`src/rtl/rs_pkg.sv`:
```
package rs_pkg;
    typedef enum logic [1:0] {
        ST_FREE  = 2'd0,
        ST_WAIT  = 2'd1,
        ST_READY = 2'd2
    } slot_state_e;
endpackage

```
`src/rtl/rs_slot.sv`:
```
module rs_slot
    import rs_pkg::*;
#(
    parameter int OP_W   = 3,
    parameter int TAG_W  = 4,
    parameter int DATA_W = 16
) (
    input  logic              clk,
    input  logic              rst_n,
    input  logic              load,
    input  logic [OP_W-1:0]   ld_op,
    input  logic [TAG_W-1:0]  ld_dst,
    input  logic              ld_a_ok,
    input  logic [TAG_W-1:0]  ld_a_tag,
    input  logic [DATA_W-1:0] ld_a_val,
    input  logic              ld_b_ok,
    input  logic [TAG_W-1:0]  ld_b_tag,
    input  logic [DATA_W-1:0] ld_b_val,
    input  logic              bc_valid,
    input  logic [TAG_W-1:0]  bc_tag,
    input  logic [DATA_W-1:0] bc_val,
    input  logic              fire,
    output slot_state_e       state,
    output logic [OP_W-1:0]   op,
    output logic [TAG_W-1:0]  dst,
    output logic [DATA_W-1:0] a_val,
    output logic [DATA_W-1:0] b_val
);
    slot_state_e       state_q, state_d;
    logic [OP_W-1:0]   op_q;
    logic [TAG_W-1:0]  dst_q, a_tag_q, b_tag_q;
    logic [DATA_W-1:0] a_val_q, b_val_q;
    logic              a_ok_q, b_ok_q;

    // operand capture at allocation time (same-cycle wakeup, R7)
    logic a_snoop_ld, b_snoop_ld, a_ok_ld, b_ok_ld;
    assign a_snoop_ld = !ld_a_ok && bc_valid && (bc_tag == ld_a_tag);
    assign b_snoop_ld = !ld_b_ok && bc_valid && (bc_tag == ld_b_tag);
    assign a_ok_ld    = ld_a_ok || a_snoop_ld;
    assign b_ok_ld    = ld_b_ok || b_snoop_ld;

    // operand capture while waiting
    logic a_snoop, b_snoop;
    assign a_snoop = (state_q == ST_WAIT) && !a_ok_q && bc_valid && (bc_tag == a_tag_q);
    assign b_snoop = (state_q == ST_WAIT) && !b_ok_q && bc_valid && (bc_tag == b_tag_q);

    always_comb begin
        state_d = state_q;
        unique case (state_q)
            ST_FREE:  if (load) state_d = (a_ok_ld && b_ok_ld) ? ST_READY : ST_WAIT;
            ST_WAIT:  if ((a_ok_q || a_snoop) && (b_ok_q || b_snoop)) state_d = ST_READY;
            ST_READY: if (fire) state_d = ST_FREE;
            default:  state_d = ST_FREE;
        endcase
    end

    always_ff @(posedge clk) begin
        if (!rst_n) state_q <= ST_FREE;
        else        state_q <= state_d;
    end

    always_ff @(posedge clk) begin
        if (!rst_n) begin
            op_q    <= '0;
            dst_q   <= '0;
            a_ok_q  <= 1'b0;
            b_ok_q  <= 1'b0;
            a_tag_q <= '0;
            b_tag_q <= '0;
            a_val_q <= '0;
            b_val_q <= '0;
        end else if (load) begin
            op_q    <= ld_op;
            dst_q   <= ld_dst;
            a_ok_q  <= a_ok_ld;
            b_ok_q  <= b_ok_ld;
            a_tag_q <= ld_a_tag;
            b_tag_q <= ld_b_tag;
            a_val_q <= a_snoop_ld ? bc_val : ld_a_val;
            b_val_q <= b_snoop_ld ? bc_val : ld_b_val;
        end else begin
            if (a_snoop) begin
                a_ok_q  <= 1'b1;
                a_val_q <= bc_val;
            end
            if (b_snoop) begin
                b_ok_q  <= 1'b1;
                b_val_q <= bc_val;
            end
        end
    end

    assign state = state_q;
    assign op    = op_q;
    assign dst   = dst_q;
    assign a_val = a_val_q;
    assign b_val = b_val_q;

    assert_capture_a_R3: assert property (@(posedge clk) disable iff (!rst_n)
        (state_q == ST_WAIT && !a_ok_q && bc_valid && bc_tag == a_tag_q)
        |=> (a_ok_q && a_val_q == $past(bc_val)));

    assert_fire_ready_R4: assert property (@(posedge clk) disable iff (!rst_n)
        fire |-> (state_q == ST_READY));

    assert_fire_frees_R8: assert property (@(posedge clk) disable iff (!rst_n)
        fire |=> (state_q == ST_FREE));
endmodule

```
`src/rtl/rs_age.sv`:
```
module rs_age #(
    parameter int N = 4
) (
    input  logic                clk,
    input  logic                rst_n,
    input  logic [N-1:0]        alloc_oh,
    output logic [N-1:0][N-1:0] older
);
    // older[i][j] = 1 : slot i was allocated before slot j
    always_ff @(posedge clk) begin
        if (!rst_n) begin
            older <= '0;
        end else begin
            for (int i = 0; i < N; i++) begin
                for (int j = 0; j < N; j++) begin
                    if (alloc_oh[i])      older[i][j] <= 1'b0;
                    else if (alloc_oh[j]) older[i][j] <= 1'b1;
                end
            end
        end
    end
endmodule

```
`src/rtl/rs_pick.sv`:
```
module rs_pick #(
    parameter int N = 4
) (
    input  logic [N-1:0]        req,
    input  logic [N-1:0][N-1:0] older,
    output logic [N-1:0]        gnt
);
    for (genvar i = 0; i < N; i++) begin : g_row
        logic win;
        always_comb begin
            win = req[i];
            for (int j = 0; j < N; j++) begin
                if (j != i && req[j] && !older[i][j]) win = 1'b0;
            end
        end
        assign gnt[i] = win;
    end
endmodule

```
`src/rtl/rs_wakeup_select.sv`:
```
module rs_wakeup_select
    import rs_pkg::*;
#(
    parameter int N_SLOTS = 4,
    parameter int OP_W    = 3,
    parameter int TAG_W   = 4,
    parameter int DATA_W  = 16
) (
    input  logic              clk,
    input  logic              rst_n,
    input  logic              alloc_valid,
    input  logic [OP_W-1:0]   alloc_op,
    input  logic [TAG_W-1:0]  alloc_dst,
    input  logic              alloc_aok,
    input  logic [TAG_W-1:0]  alloc_atag,
    input  logic [DATA_W-1:0] alloc_aval,
    input  logic              alloc_bok,
    input  logic [TAG_W-1:0]  alloc_btag,
    input  logic [DATA_W-1:0] alloc_bval,
    output logic              full,
    input  logic              bcast_valid,
    input  logic [TAG_W-1:0]  bcast_tag,
    input  logic [DATA_W-1:0] bcast_val,
    output logic              add_issue_valid,
    output logic [OP_W-1:0]   add_op,
    output logic [TAG_W-1:0]  add_dst,
    output logic [DATA_W-1:0] add_a,
    output logic [DATA_W-1:0] add_b,
    output logic              mul_issue_valid,
    output logic [OP_W-1:0]   mul_op,
    output logic [TAG_W-1:0]  mul_dst,
    output logic [DATA_W-1:0] mul_a,
    output logic [DATA_W-1:0] mul_b
);
    localparam int CLS_BIT = OP_W - 1;

    slot_state_e       s_state [N_SLOTS];
    logic [OP_W-1:0]   s_op    [N_SLOTS];
    logic [TAG_W-1:0]  s_dst   [N_SLOTS];
    logic [DATA_W-1:0] s_a     [N_SLOTS];
    logic [DATA_W-1:0] s_b     [N_SLOTS];

    logic [N_SLOTS-1:0] free_v, load_oh, add_req, mul_req, add_gnt, mul_gnt;
    logic [N_SLOTS-1:0][N_SLOTS-1:0] older;

    for (genvar i = 0; i < N_SLOTS; i++) begin : g_slot
        assign free_v[i]  = (s_state[i] == ST_FREE);
        assign add_req[i] = (s_state[i] == ST_READY) && !s_op[i][CLS_BIT];
        assign mul_req[i] = (s_state[i] == ST_READY) &&  s_op[i][CLS_BIT];

        rs_slot #(.OP_W(OP_W), .TAG_W(TAG_W), .DATA_W(DATA_W)) u_slot (
            .clk      (clk),
            .rst_n    (rst_n),
            .load     (load_oh[i]),
            .ld_op    (alloc_op),
            .ld_dst   (alloc_dst),
            .ld_a_ok  (alloc_aok),
            .ld_a_tag (alloc_atag),
            .ld_a_val (alloc_aval),
            .ld_b_ok  (alloc_bok),
            .ld_b_tag (alloc_btag),
            .ld_b_val (alloc_bval),
            .bc_valid (bcast_valid),
            .bc_tag   (bcast_tag),
            .bc_val   (bcast_val),
            .fire     (add_gnt[i] | mul_gnt[i]),
            .state    (s_state[i]),
            .op       (s_op[i]),
            .dst      (s_dst[i]),
            .a_val    (s_a[i]),
            .b_val    (s_b[i])
        );
    end

    assign full = ~|free_v;

    // lowest-index free slot takes the new instruction
    always_comb begin
        logic found;
        found   = 1'b0;
        load_oh = '0;
        for (int i = 0; i < N_SLOTS; i++) begin
            if (free_v[i] && !found) begin
                found      = 1'b1;
                load_oh[i] = alloc_valid;
            end
        end
    end

    rs_age #(.N(N_SLOTS)) u_age (
        .clk      (clk),
        .rst_n    (rst_n),
        .alloc_oh (load_oh),
        .older    (older)
    );

    rs_pick #(.N(N_SLOTS)) u_pick_add (.req(add_req), .older(older), .gnt(add_gnt));
    rs_pick #(.N(N_SLOTS)) u_pick_mul (.req(mul_req), .older(older), .gnt(mul_gnt));

    always_comb begin
        add_issue_valid = |add_gnt;
        mul_issue_valid = |mul_gnt;
        add_op = '0; add_dst = '0; add_a = '0; add_b = '0;
        mul_op = '0; mul_dst = '0; mul_a = '0; mul_b = '0;
        for (int i = 0; i < N_SLOTS; i++) begin
            if (add_gnt[i]) begin
                add_op  |= s_op[i];
                add_dst |= s_dst[i];
                add_a   |= s_a[i];
                add_b   |= s_b[i];
            end
            if (mul_gnt[i]) begin
                mul_op  |= s_op[i];
                mul_dst |= s_dst[i];
                mul_a   |= s_a[i];
                mul_b   |= s_b[i];
            end
        end
    end

    assert_single_add_R5: assert property (@(posedge clk) disable iff (!rst_n)
        $onehot0(add_gnt));

    assert_single_mul_R5: assert property (@(posedge clk) disable iff (!rst_n)
        $onehot0(mul_gnt));

    assert_add_class_R5: assert property (@(posedge clk) disable iff (!rst_n)
        add_issue_valid |-> !add_op[CLS_BIT]);

    assert_full_holds_R1: assert property (@(posedge clk) disable iff (!rst_n)
        (full && !add_issue_valid && !mul_issue_valid) |=> full);
endmodule

```
`config.mk`:
```
export PLATFORM = sky130hd
export DESIGN_NAME = rs_wakeup_select
export DESIGN_NICKNAME = d
export VERILOG_FILES = /design/src/rtl/rs_pkg.sv /design/src/rtl/rs_slot.sv /design/src/rtl/rs_age.sv /design/src/rtl/rs_pick.sv /design/src/rtl/rs_wakeup_select.sv
export SDC_FILE = /design/constraint.sdc
export NUM_CORES = 1
export LEC_CHECK = 0
export ABC_AREA = 1
export BUFFER_PORTS_ARGS = -buffer_cell sky130_fd_sc_hd__buf_4
export CAP_MARGIN = 20
export CORE_MARGIN = 5
export CORE_UTILIZATION = 45
export CTS_CLUSTER_SIZE = 10
export DETAILED_ROUTE_END_ITERATION = 6
export GPL_ROUTABILITY_DRIVEN = 0
export SLEW_MARGIN = 10
export SYNTH_ARGS = -nofsm -noshare
export SYNTH_HDL_FRONTEND = slang
export SYNTH_SLANG_ARGS = --single-unit
```
`constraint.sdc`:
```
create_clock -name clk -period 2.8 [get_ports clk]
set_clock_uncertainty 0.05 [all_clocks]
set_input_delay 0.42 -clock clk [delete_from_list [all_inputs] [get_ports clk]]
set_output_delay 0.42 -clock clk [all_outputs]
set_load 0.01 [all_outputs]
```
==> metrics.md, run 1 <==
| Metric | Value |
|---|---|
| Final WS setup | 0.04642 ns |
| Ant diodes | 0 |
| Detail Route Antenna Nets | 0 |
| Slew @ Worst Pin | 0.9484 ns |
| Starting DRT DRC Count | 1538 |
| Crit share post-route | 0.9834 |
| Syn Area/Cell | 6.413 sq um |
| Critical path data arrival time | 2.28 ns |
| Per-cell routed wire length | 20.78 um |
| Initial core utilization | 0.4587 |
| DR vias/cell | 5.801 |
| CTS max path bufs | 3 |
| Commonest non-fill, non-tap cell in the layout | nand2_1 |
| Worst R2R Path Depth | 8 |
| Yosys reg bits | 216 |
| Yosys warning count | 0 |
| Hold path start | alloc_op[1] |
| Maximum VDD drop | 0.4693 mV |
| Hpwl dp | 29950 um |
| Hold path depth | 3 |
| Crit-path cells | inv_1 -> nand3_1 -> nor2_1 -> nor2_1 -> nand2_1 -> buf_8 -> o22ai_1 -> a21oi_1 -> nand2_1 -> buf_4 |
| Die area | 30000 sq um |
| WP data required | 2.33 ns |
| FF-to-FF setup slack | 0.53 ns |
| Total grt overflow | 0 |
| TNS Setup | 0 ns |
| Syn_nets | 1942 |
| Layout Nets | 2065 |
| First-pass GRT wire length | 72260 um |
| Pre-CTS setup slack | 0.4131 ns |
| Largest net degree at the start of global routing | 81 |
| Worst skew pair latency | 0.53 ns |
| FF-to-FF End | g_slot[2].u_slot.b_val[6] |
| Commonest cells after routing, fill and taps aside | 506 x nand2_1, 252 x inv_1, 213 x dfxtp_1 |
| Fin. Hold Viols | 0 |
| Kind of critical path | flip-flop to output port |
| Initial DRT Pass Iterations | 6 |
| Sequential share of the synthesized area | 0.3608 |
| FMAX | 363.2 MHz |
| Bufs and invs on worst path | 3 |
| Status | finished, final reports clean |
| Power Density | 665.7 nW/um^2 |
| Htree depth | 1 |
| IO buf count | 152 |
| Crit-path slowest cell | dfxtp_1 |
| MaxCap Viol Count | 0 |
| Finish-stage setup viols | 0 |
| DRC viols | 0 |
| Largest delay contributor family on the critical path | simple AND/OR/NAND/NOR gates |
| # rows | 59 |
| Synth unique cells | 34 |
| Gr usage total | 0.3000 |
| P_leak | 6.374 nW |
| TritonCTS clock tree | yes |
| Hold Crit Class | input pin to flip-flop |
| Vias in the first global route | 12680 |
| Post-Syn Area | 11990 sq um |
| Worst-path clk slew | 0.06 ns |
| Slew HR | 0.3677 |
| Die X-Extent | 173.2 um |
| Via count | 13540 |
| Min cycle time layout | 2.754 ns |
| Initial antenna violation count | 0 |
| Mux contribution to synthesized area | 0 |
| I/O Pins | 154 |
| Hold EP | g_slot[3].u_slot.op[1] |
| Crit path largest cell delay | 0.38 ns |
| Startpoint Class | flip-flop |
| Layout area overhead | 20.12% |
| Clock root cell | clkbuf_16 |
| Share of cells above drive strength 1 | 0.1491 |
| Synth Area in Simple Gates | 0.2519 |
| R2R Path Start | g_slot[2].u_slot.state[1] |
| DRT Wirelength | 48500 um |
| Max-slew violations | 0 |
| Post-Synth XOR/XNOR Area | 0.002923 |
| CP max FO | 20 |
| Largest family of logic cells by synthesized area | simple AND/OR/NAND/NOR gates |
| Die height | 173.2 um |
| CTS Sinks | 216 |
| Post-Syn Instances | 1869 |
| TritonCTS buffer count | 26 |
| Worst Setup End Kind | output port |
| Adder-cell share of the synthesized area | 0 |
| Core area | 26130 sq um |
| Synth Area in Compound Gates | 0.2494 |
==> report_power, final <==
| part | switching [W] | total, W | internal, W |
|---|---|---|---|
| Combinational | 0.00196 | 0.00284 | 0.000887 |
| Sequential | 0.000217 | 0.00370 | 0.00349 |
| Clock | 0.00129 | 0.00304 | 0.00174 |
| Total | 0.00347 | 0.00958 | 0.00612 |
==> state kept, by name, summed over array words and instances (netlist names) <==
signal                 cells
g_slot.u_slot.a_tag_q     16
g_slot.u_slot.b_tag_q     16
g_slot.u_slot.dst         16
g_slot.u_slot.a_val       64
g_slot.u_slot.op          12
g_slot.u_slot.a_ok_q       4
g_slot.u_slot.b_val       64
g_slot.u_slot.b_ok_q       4
g_slot.u_slot.state        8
u_age.older               12
==> how the worst max path moves through the flow <==
stage                     cells after the start                 startpoint         to
after floorplan                               9  g_slot[0].u_slot.state[1]  mul_a[10]
after global placement                       11  g_slot[3].u_slot.state[1]  add_b[12]
after detailed placement                     11  g_slot[1].u_slot.state[1]   add_b[2]
after CTS                                    11  g_slot[3].u_slot.state[1]  add_b[12]
after global routing                         10  g_slot[1].u_slot.state[0]  mul_b[15]
final                                        10  g_slot[2].u_slot.state[0]   mul_b[1]
==> timing repair <==
item | 4_1_cts | 5_1_grt
hold buffers | 0 | 0
buffers inserted | 3 | 3
gates cloned | 1 | 4
gates resized for setup | 10 | 32
pin swaps | 0 | 1
endpoints found under the setup margin | 45 | 75
==> synth_stat cells <==
| cell type | instances | area (sq um) |
|---|---|---|
| nand4_2 | 1 | 12.51 |
| buf_4 | 12 | 90.09 |
| nand2_4 | 2 | 22.52 |
| nand2_1 | 509 | 1911 |
| nor2_2 | 3 | 18.77 |
| o21ai_2 | 1 | 8.760 |
| o22ai_1 | 188 | 1176 |
| nor3_1 | 3 | 15.01 |
| nor2_4 | 2 | 22.52 |
| nor4_1 | 1 | 6.260 |
| nand2_2 | 5 | 31.28 |
| dfxtp_1 | 216 | 4324 |
| inv_1 | 254 | 953.4 |
| o21bai_1 | 1 | 7.510 |
| o22ai_2 | 10 | 125.1 |
| inv_4 | 2 | 12.51 |
| buf_2 | 51 | 255.2 |
| buf_6 | 13 | 146.4 |
| xor2_1 | 4 | 35.03 |
| nand3_1 | 84 | 420.4 |
| a21oi_1 | 95 | 475.5 |
| nand3_2 | 6 | 60.06 |
| clkbuf_1 | 28 | 105.1 |
| o21ai_0 | 171 | 855.8 |
| nand4_1 | 4 | 25.02 |
| nand3b_2 | 1 | 11.26 |
| nand3b_1 | 2 | 15.01 |
| nor3_2 | 1 | 10.01 |
| buf_1 | 9 | 33.78 |
| inv_2 | 5 | 18.77 |
| o21ai_1 | 68 | 340.3 |
| nor2_1 | 115 | 431.7 |
| or2_1 | 1 | 6.260 |
| conb_1 | 1 | 3.750 |
==> through the flow <==
step | area [sq um] | util | hold WS (ns) | instances | total power (W)
floorplan | 11990 | - | 0.3939 | 1869 | 0.005463
global placement | 13360 | 0.5112 | 0.4186 | 2288 | 0.006371
detailed placement | 13360 | 0.5112 | 0.4251 | 2288 | 0.006406
CTS | 14170 | 0.5421 | 0.1249 | 2327 | 0.009422
global route | 14400 | 0.5509 | 0.1532 | 2334 | 0.01000
finish | 14400 | 0.5509 | 0.1330 | 2334 | 0.009585
==> tightest hold or removal path, stage by stage <==
cell and delay (ns):
buf_4 0.08, inv_1 0.07, o22ai_2 0.11
==> per-layer routing <==
layer / track usage / share of wire
met1: 0.4090 / 0.41
met2: 0.4771 / 0.44
met4: 0.1134 / 0.041
met3: 0.05218 / 0.11
met5: 0 / 0
==> cells by family (layout without fill, tap and decap cells) <==
family | count (synthesis) | after routing
xor+xnor | 4 | 4
compound gates | 534 | 534
simple gates | 740 | 740
buf+inv | 374 | 504
other cells | 1 | 1
flops | 216 | 216
==> final cells by class <==
cell class              count  area (sq um)
clock buffers              34         711.9
clock inverters             1         8.758
fillers                  2674         11740
inverters                 261         991.0
multi-input cells        1279          6118
flip-flops and latches    216          4328
well taps                 335         419.2
repair buffers            208          1821
Power figures use the tool's default switching activity.
==> inputs of run 2 (changes only) <==
Settings changed: ABC_AREA 1 to 0, MAX_ROUTING_LAYER from default to met4, SYNTH_HIERARCHICAL from default to 1.
==> run 2 against run 1 <==
The flow now finishes with violations (setup timing); cell count fell by 12%; register-to-register slack got worse by 0.26 ns; clock power rose by 18%; worst hold slack got worse by 0.027 ns; sequential share of layout area fell by 2.5 points; utilization rose by 0.22 points; critical path type unchanged.
==> metrics.md, run 2 <==
| Metric | Value |
|---|---|
| Status | finished, violations left (was finished, final reports clean) |
| Failing checks | setup timing |
| Commonest non-fill, non-tap cell in the layout | buf_4 (was nand2_1) |
| I/O Pins | 154 (unchanged) |
| Worst skew pair latency | 0.54 ns (was 0.53 ns) |
| First-pass GRT wire length | 77910 um (was 72260 um) |
| Critical path data arrival time | 2.42 ns (was 2.28 ns) |
| Bufs and invs on worst path | 3 (unchanged) |
| Fill count | 2719 (was 2674) |
| Final WS setup | -0.08866 ns (was 0.04642 ns) |
| CP max FO | 11 (was 20) |
| RSZ-0062 raised after global routing | true |
| Syn Area/Cell | 8.438 sq um (was 6.413 sq um) |
| Worst-path clk slew | 0.06 ns (about the same) |
| Post-Syn Area | 12930 sq um (was 11990 sq um) |
| P_leak | 5.461 nW (was 6.374 nW) |
| Syn_nets | 1606 (was 1942) |
| Slew @ Worst Pin | 1.073 ns (was 0.9484 ns) |
| Yosys warning count | 6 (was 0) |
| R2R Path Start | g_slot[1].u_slot/state[0] (was g_slot[2].u_slot.state[1]) |
| Largest delay contributor family on the critical path | compound AO/OA/AOI/OAI gates (was simple AND/OR/NAND/NOR gates) |
| Switching Share | 0.3605 (was 0.3617) |
| Switching Power | 0.004197 W (was 0.003466 W) |
| TritonCTS buffer count | 28 (was 26) |
| DRT Wirelength | 50870 um (was 48500 um) |
| # rows | 62 (was 59) |
| Starting DRT DRC Count | 1457 (was 1538) |
| Power Density | 737.4 nW/um^2 (was 665.7 nW/um^2) |
| Via count | 13540 (about the same) |
| Clk network pwr share | 0.308 (was 0.317) |
| Met2 usage | 0.4820 (was 0.4771) |
| Crit-path slowest cell | o2111a_2 (was dfxtp_1) |
| Gr usage total | 0.3048 (was 0.3000) |
| Crit path largest cell delay | 0.42 ns (was 0.38 ns) |
| Die X-Extent | 179.5 um (was 173.2 um) |
| Die height | 179.5 um (was 173.2 um) |
| Crit path from | g_slot[0].u_slot/state[1] (was g_slot[2].u_slot.state[0]) |
| Commonest cells after routing, fill and taps aside | 212 x buf_4, 206 x dfxtp_1, 204 x nand3_1 (was 506 x nand2_1, 252 x inv_1, 213 x dfxtp_1) |
| DRC viols | 0 (unchanged) |
| Kind of critical path | flip-flop to output port (unchanged) |
| Total grt overflow | 0 (unchanged) |
| Finish-stage setup viols | 1 (was 0) |
| Layout area overhead | 22.07% (was 20.12%) |
| Placed Instance Area | 14410 sq um (was 13360 sq um) |
| Slew HR | 0.2844 (was 0.3677) |
| Max-slew violations | 0 (unchanged) |
| CTS max path bufs | 3 (unchanged) |
| TritonCTS clock tree | yes (unchanged) |
| Vias in the first global route | 13180 (was 12680) |
| CTS Sinks | 216 (unchanged) |
| Initial antenna violation count | 0 (unchanged) |
| FF-to-FF End | g_slot[3].u_slot/a_val[0] (was g_slot[2].u_slot.b_val[6]) |
| WP data required | 2.33 ns (about the same) |
| Combinational power share | 0.337 (was 0.297) |
| Hold-fix buffers, CTS | 0 (unchanged) |
| Crit share post-route | 1.032 (was 0.9834) |
| IO buf count | 153 (was 152) |
| Area of the multi-input gates | 8008 sq um (was 6118 sq um) |
| Worst R2R Path Depth | 6 (was 8) |
| Fin. Hold Viols | 0 (unchanged) |
| DR vias/cell | 6.562 (was 5.801) |
| Maximum VDD drop | 0.4812 mV (was 0.4693 mV) |
| MaxCap Viol Count | 0 (unchanged) |
| Crit path to | add_a[5] (was mul_b[1]) |
| Power Internal | 0.007446 W (was 0.006118 W) |
| Layout Nets | 1734 (was 2065) |
| GRT busiest layer | met2 (unchanged) |
| Share of cells above drive strength 1 | 0.2342 (was 0.1491) |
| Crit-path cells | nor3b_4 -> inv_2 -> o2111a_2 -> clkbuf_16 -> a22oi_1 -> nand2_1 -> buf_4 (was inv_1 -> nand3_1 -> nor2_1 -> nor2_1 -> nand2_1 -> buf_8 -> o22ai_1 -> a21oi_1 -> nand2_1 -> buf_4) |
| FF-to-FF setup slack | 0.27 ns (was 0.53 ns) |
| Initial DRT Pass Iterations | 6 (unchanged) |
| FMAX | 346.2 MHz (was 363.2 MHz) |
| Initial core utilization | 0.4531 (was 0.4587) |
| Hpwl dp | 32250 um (was 29950 um) |
| Detail Route Antenna Nets | 0 (unchanged) |
| Hold Crit Class | input pin to flip-flop (unchanged) |
| Worst Setup End Kind | output port (unchanged) |
| Pre-CTS setup slack | 0.2284 ns (was 0.4131 ns) |
| Clock root cell | clkbuf_16 (unchanged) |
| Startpoint Class | flip-flop (unchanged) |
| M1 GR Usage | 0.3996 (was 0.4090) |
| Crit path depth | 7 (was 10) |
| Largest net degree at the start of global routing | 91 (was 81) |
| Htree depth | 1 (unchanged) |
| Min cycle time layout | 2.889 ns (was 2.754 ns) |
| Die area | 32230 sq um (was 30000 sq um) |
| Met3 Track Usage GR | 0.03719 (was 0.05218) |
| Per-cell routed wire length | 24.66 um (was 20.78 um) |
| Fin area | 15790 sq um (was 14400 sq um) |
| Flop pwr share | 0.355 (was 0.386) |
| Register area | 4344 sq um (was 4328 sq um) |
| Core area | 28550 sq um (was 26130 sq um) |
| Post-Syn Instances | 1533 (was 1869) |
[run 2: metal layers]
metal,wire [um],part of all wire,up-vias
met5,0,0,-
met4,2076,0.041,0
met3,4514,0.089,144
met2,23120,0.45,791
met1,21150,0.42,6543
li1,-,-,6059
[run 2: area by class of cell]
type | instances | area share
diodes | 1 | 0.0001585
clock buffers | 43 | 0.05309
clock inverters | 4 | 0.004437
inverters | 20 | 0.004754
multi-input cells | 1159 | 0.5071
flip-flops and latches | 216 | 0.2751
well taps | 384 | 0.03043
repair buffers | 236 | 0.1249
[run 2: power groups by stage]
stage | Combinational, W | Sequential, W | Clock, W
after floorplan | 0.00253 | 0.00402 | 0
after global placement | 0.00358 | 0.00412 | 0
after detailed placement | 0.00365 | 0.00413 | 0
after CTS | 0.00368 | 0.00408 | 0.00362
after global routing | 0.00418 | 0.00419 | 0.00377
final | 0.00392 | 0.00413 | 0.00358
[run 2: metrics by stage]
| stage | TNS, ns | std cells | util | total power (W) | hold slack (ns) |
|---|---|---|---|---|---|
| final | -0.08866 | 2063 | 0.5531 | 0.01164 | 0.1062 |
| after global routing | -0.7269 | 2062 | 0.5530 | 0.01214 | 0.1141 |
| after CTS | 0 | 2046 | 0.5409 | 0.01138 | 0.09626 |
| after detailed placement | 0 | 1990 | 0.5046 | 0.007772 | 0.4399 |
| after global placement | 0 | 1990 | 0.5046 | 0.007697 | 0.4341 |
| after floorplan | 0 | 1533 | - | 0.006544 | 0.3888 |
[run 2: worst min path at each step]
| stage | to | cells after the start | slack, ns | startpoint |
|---|---|---|---|---|
| finish | g_slot[2].u_slot/op[1] | 3 | 0.11 | alloc_op[1] |
| global route | g_slot[1].u_slot/dst[2] | 3 | 0.11 | alloc_dst[2] |
| CTS | g_slot[2].u_slot/op[1] | 3 | 0.1 | alloc_op[1] |
| detailed placement | u_age/older[7] | 2 | 0.44 | u_age/older[7] |
| global placement | u_age/older[13] | 2 | 0.43 | u_age/older[13] |
| floorplan | u_age/older[11] | 2 | 0.39 | u_age/older[11] |
[run 2: timing repair]
item | CTS | global route
hold endpoints to repair | 0 | 0
setup buffers | 8 | 13
cloned | 1 | 3
resized for setup | 17 | 46
pin swaps | 6 | 6
setup endpoints to repair | 80 | 73
[run 2: worst register-to-register path: stages (launching register included)]
cell and delay [ns]:
dfxtp_1 0.39, buf_4 0.19, o22ai_1 0.13, nor4_2 0.44, o31a_1 0.89, a22oi_1 0.19
a21oi_1 0.18
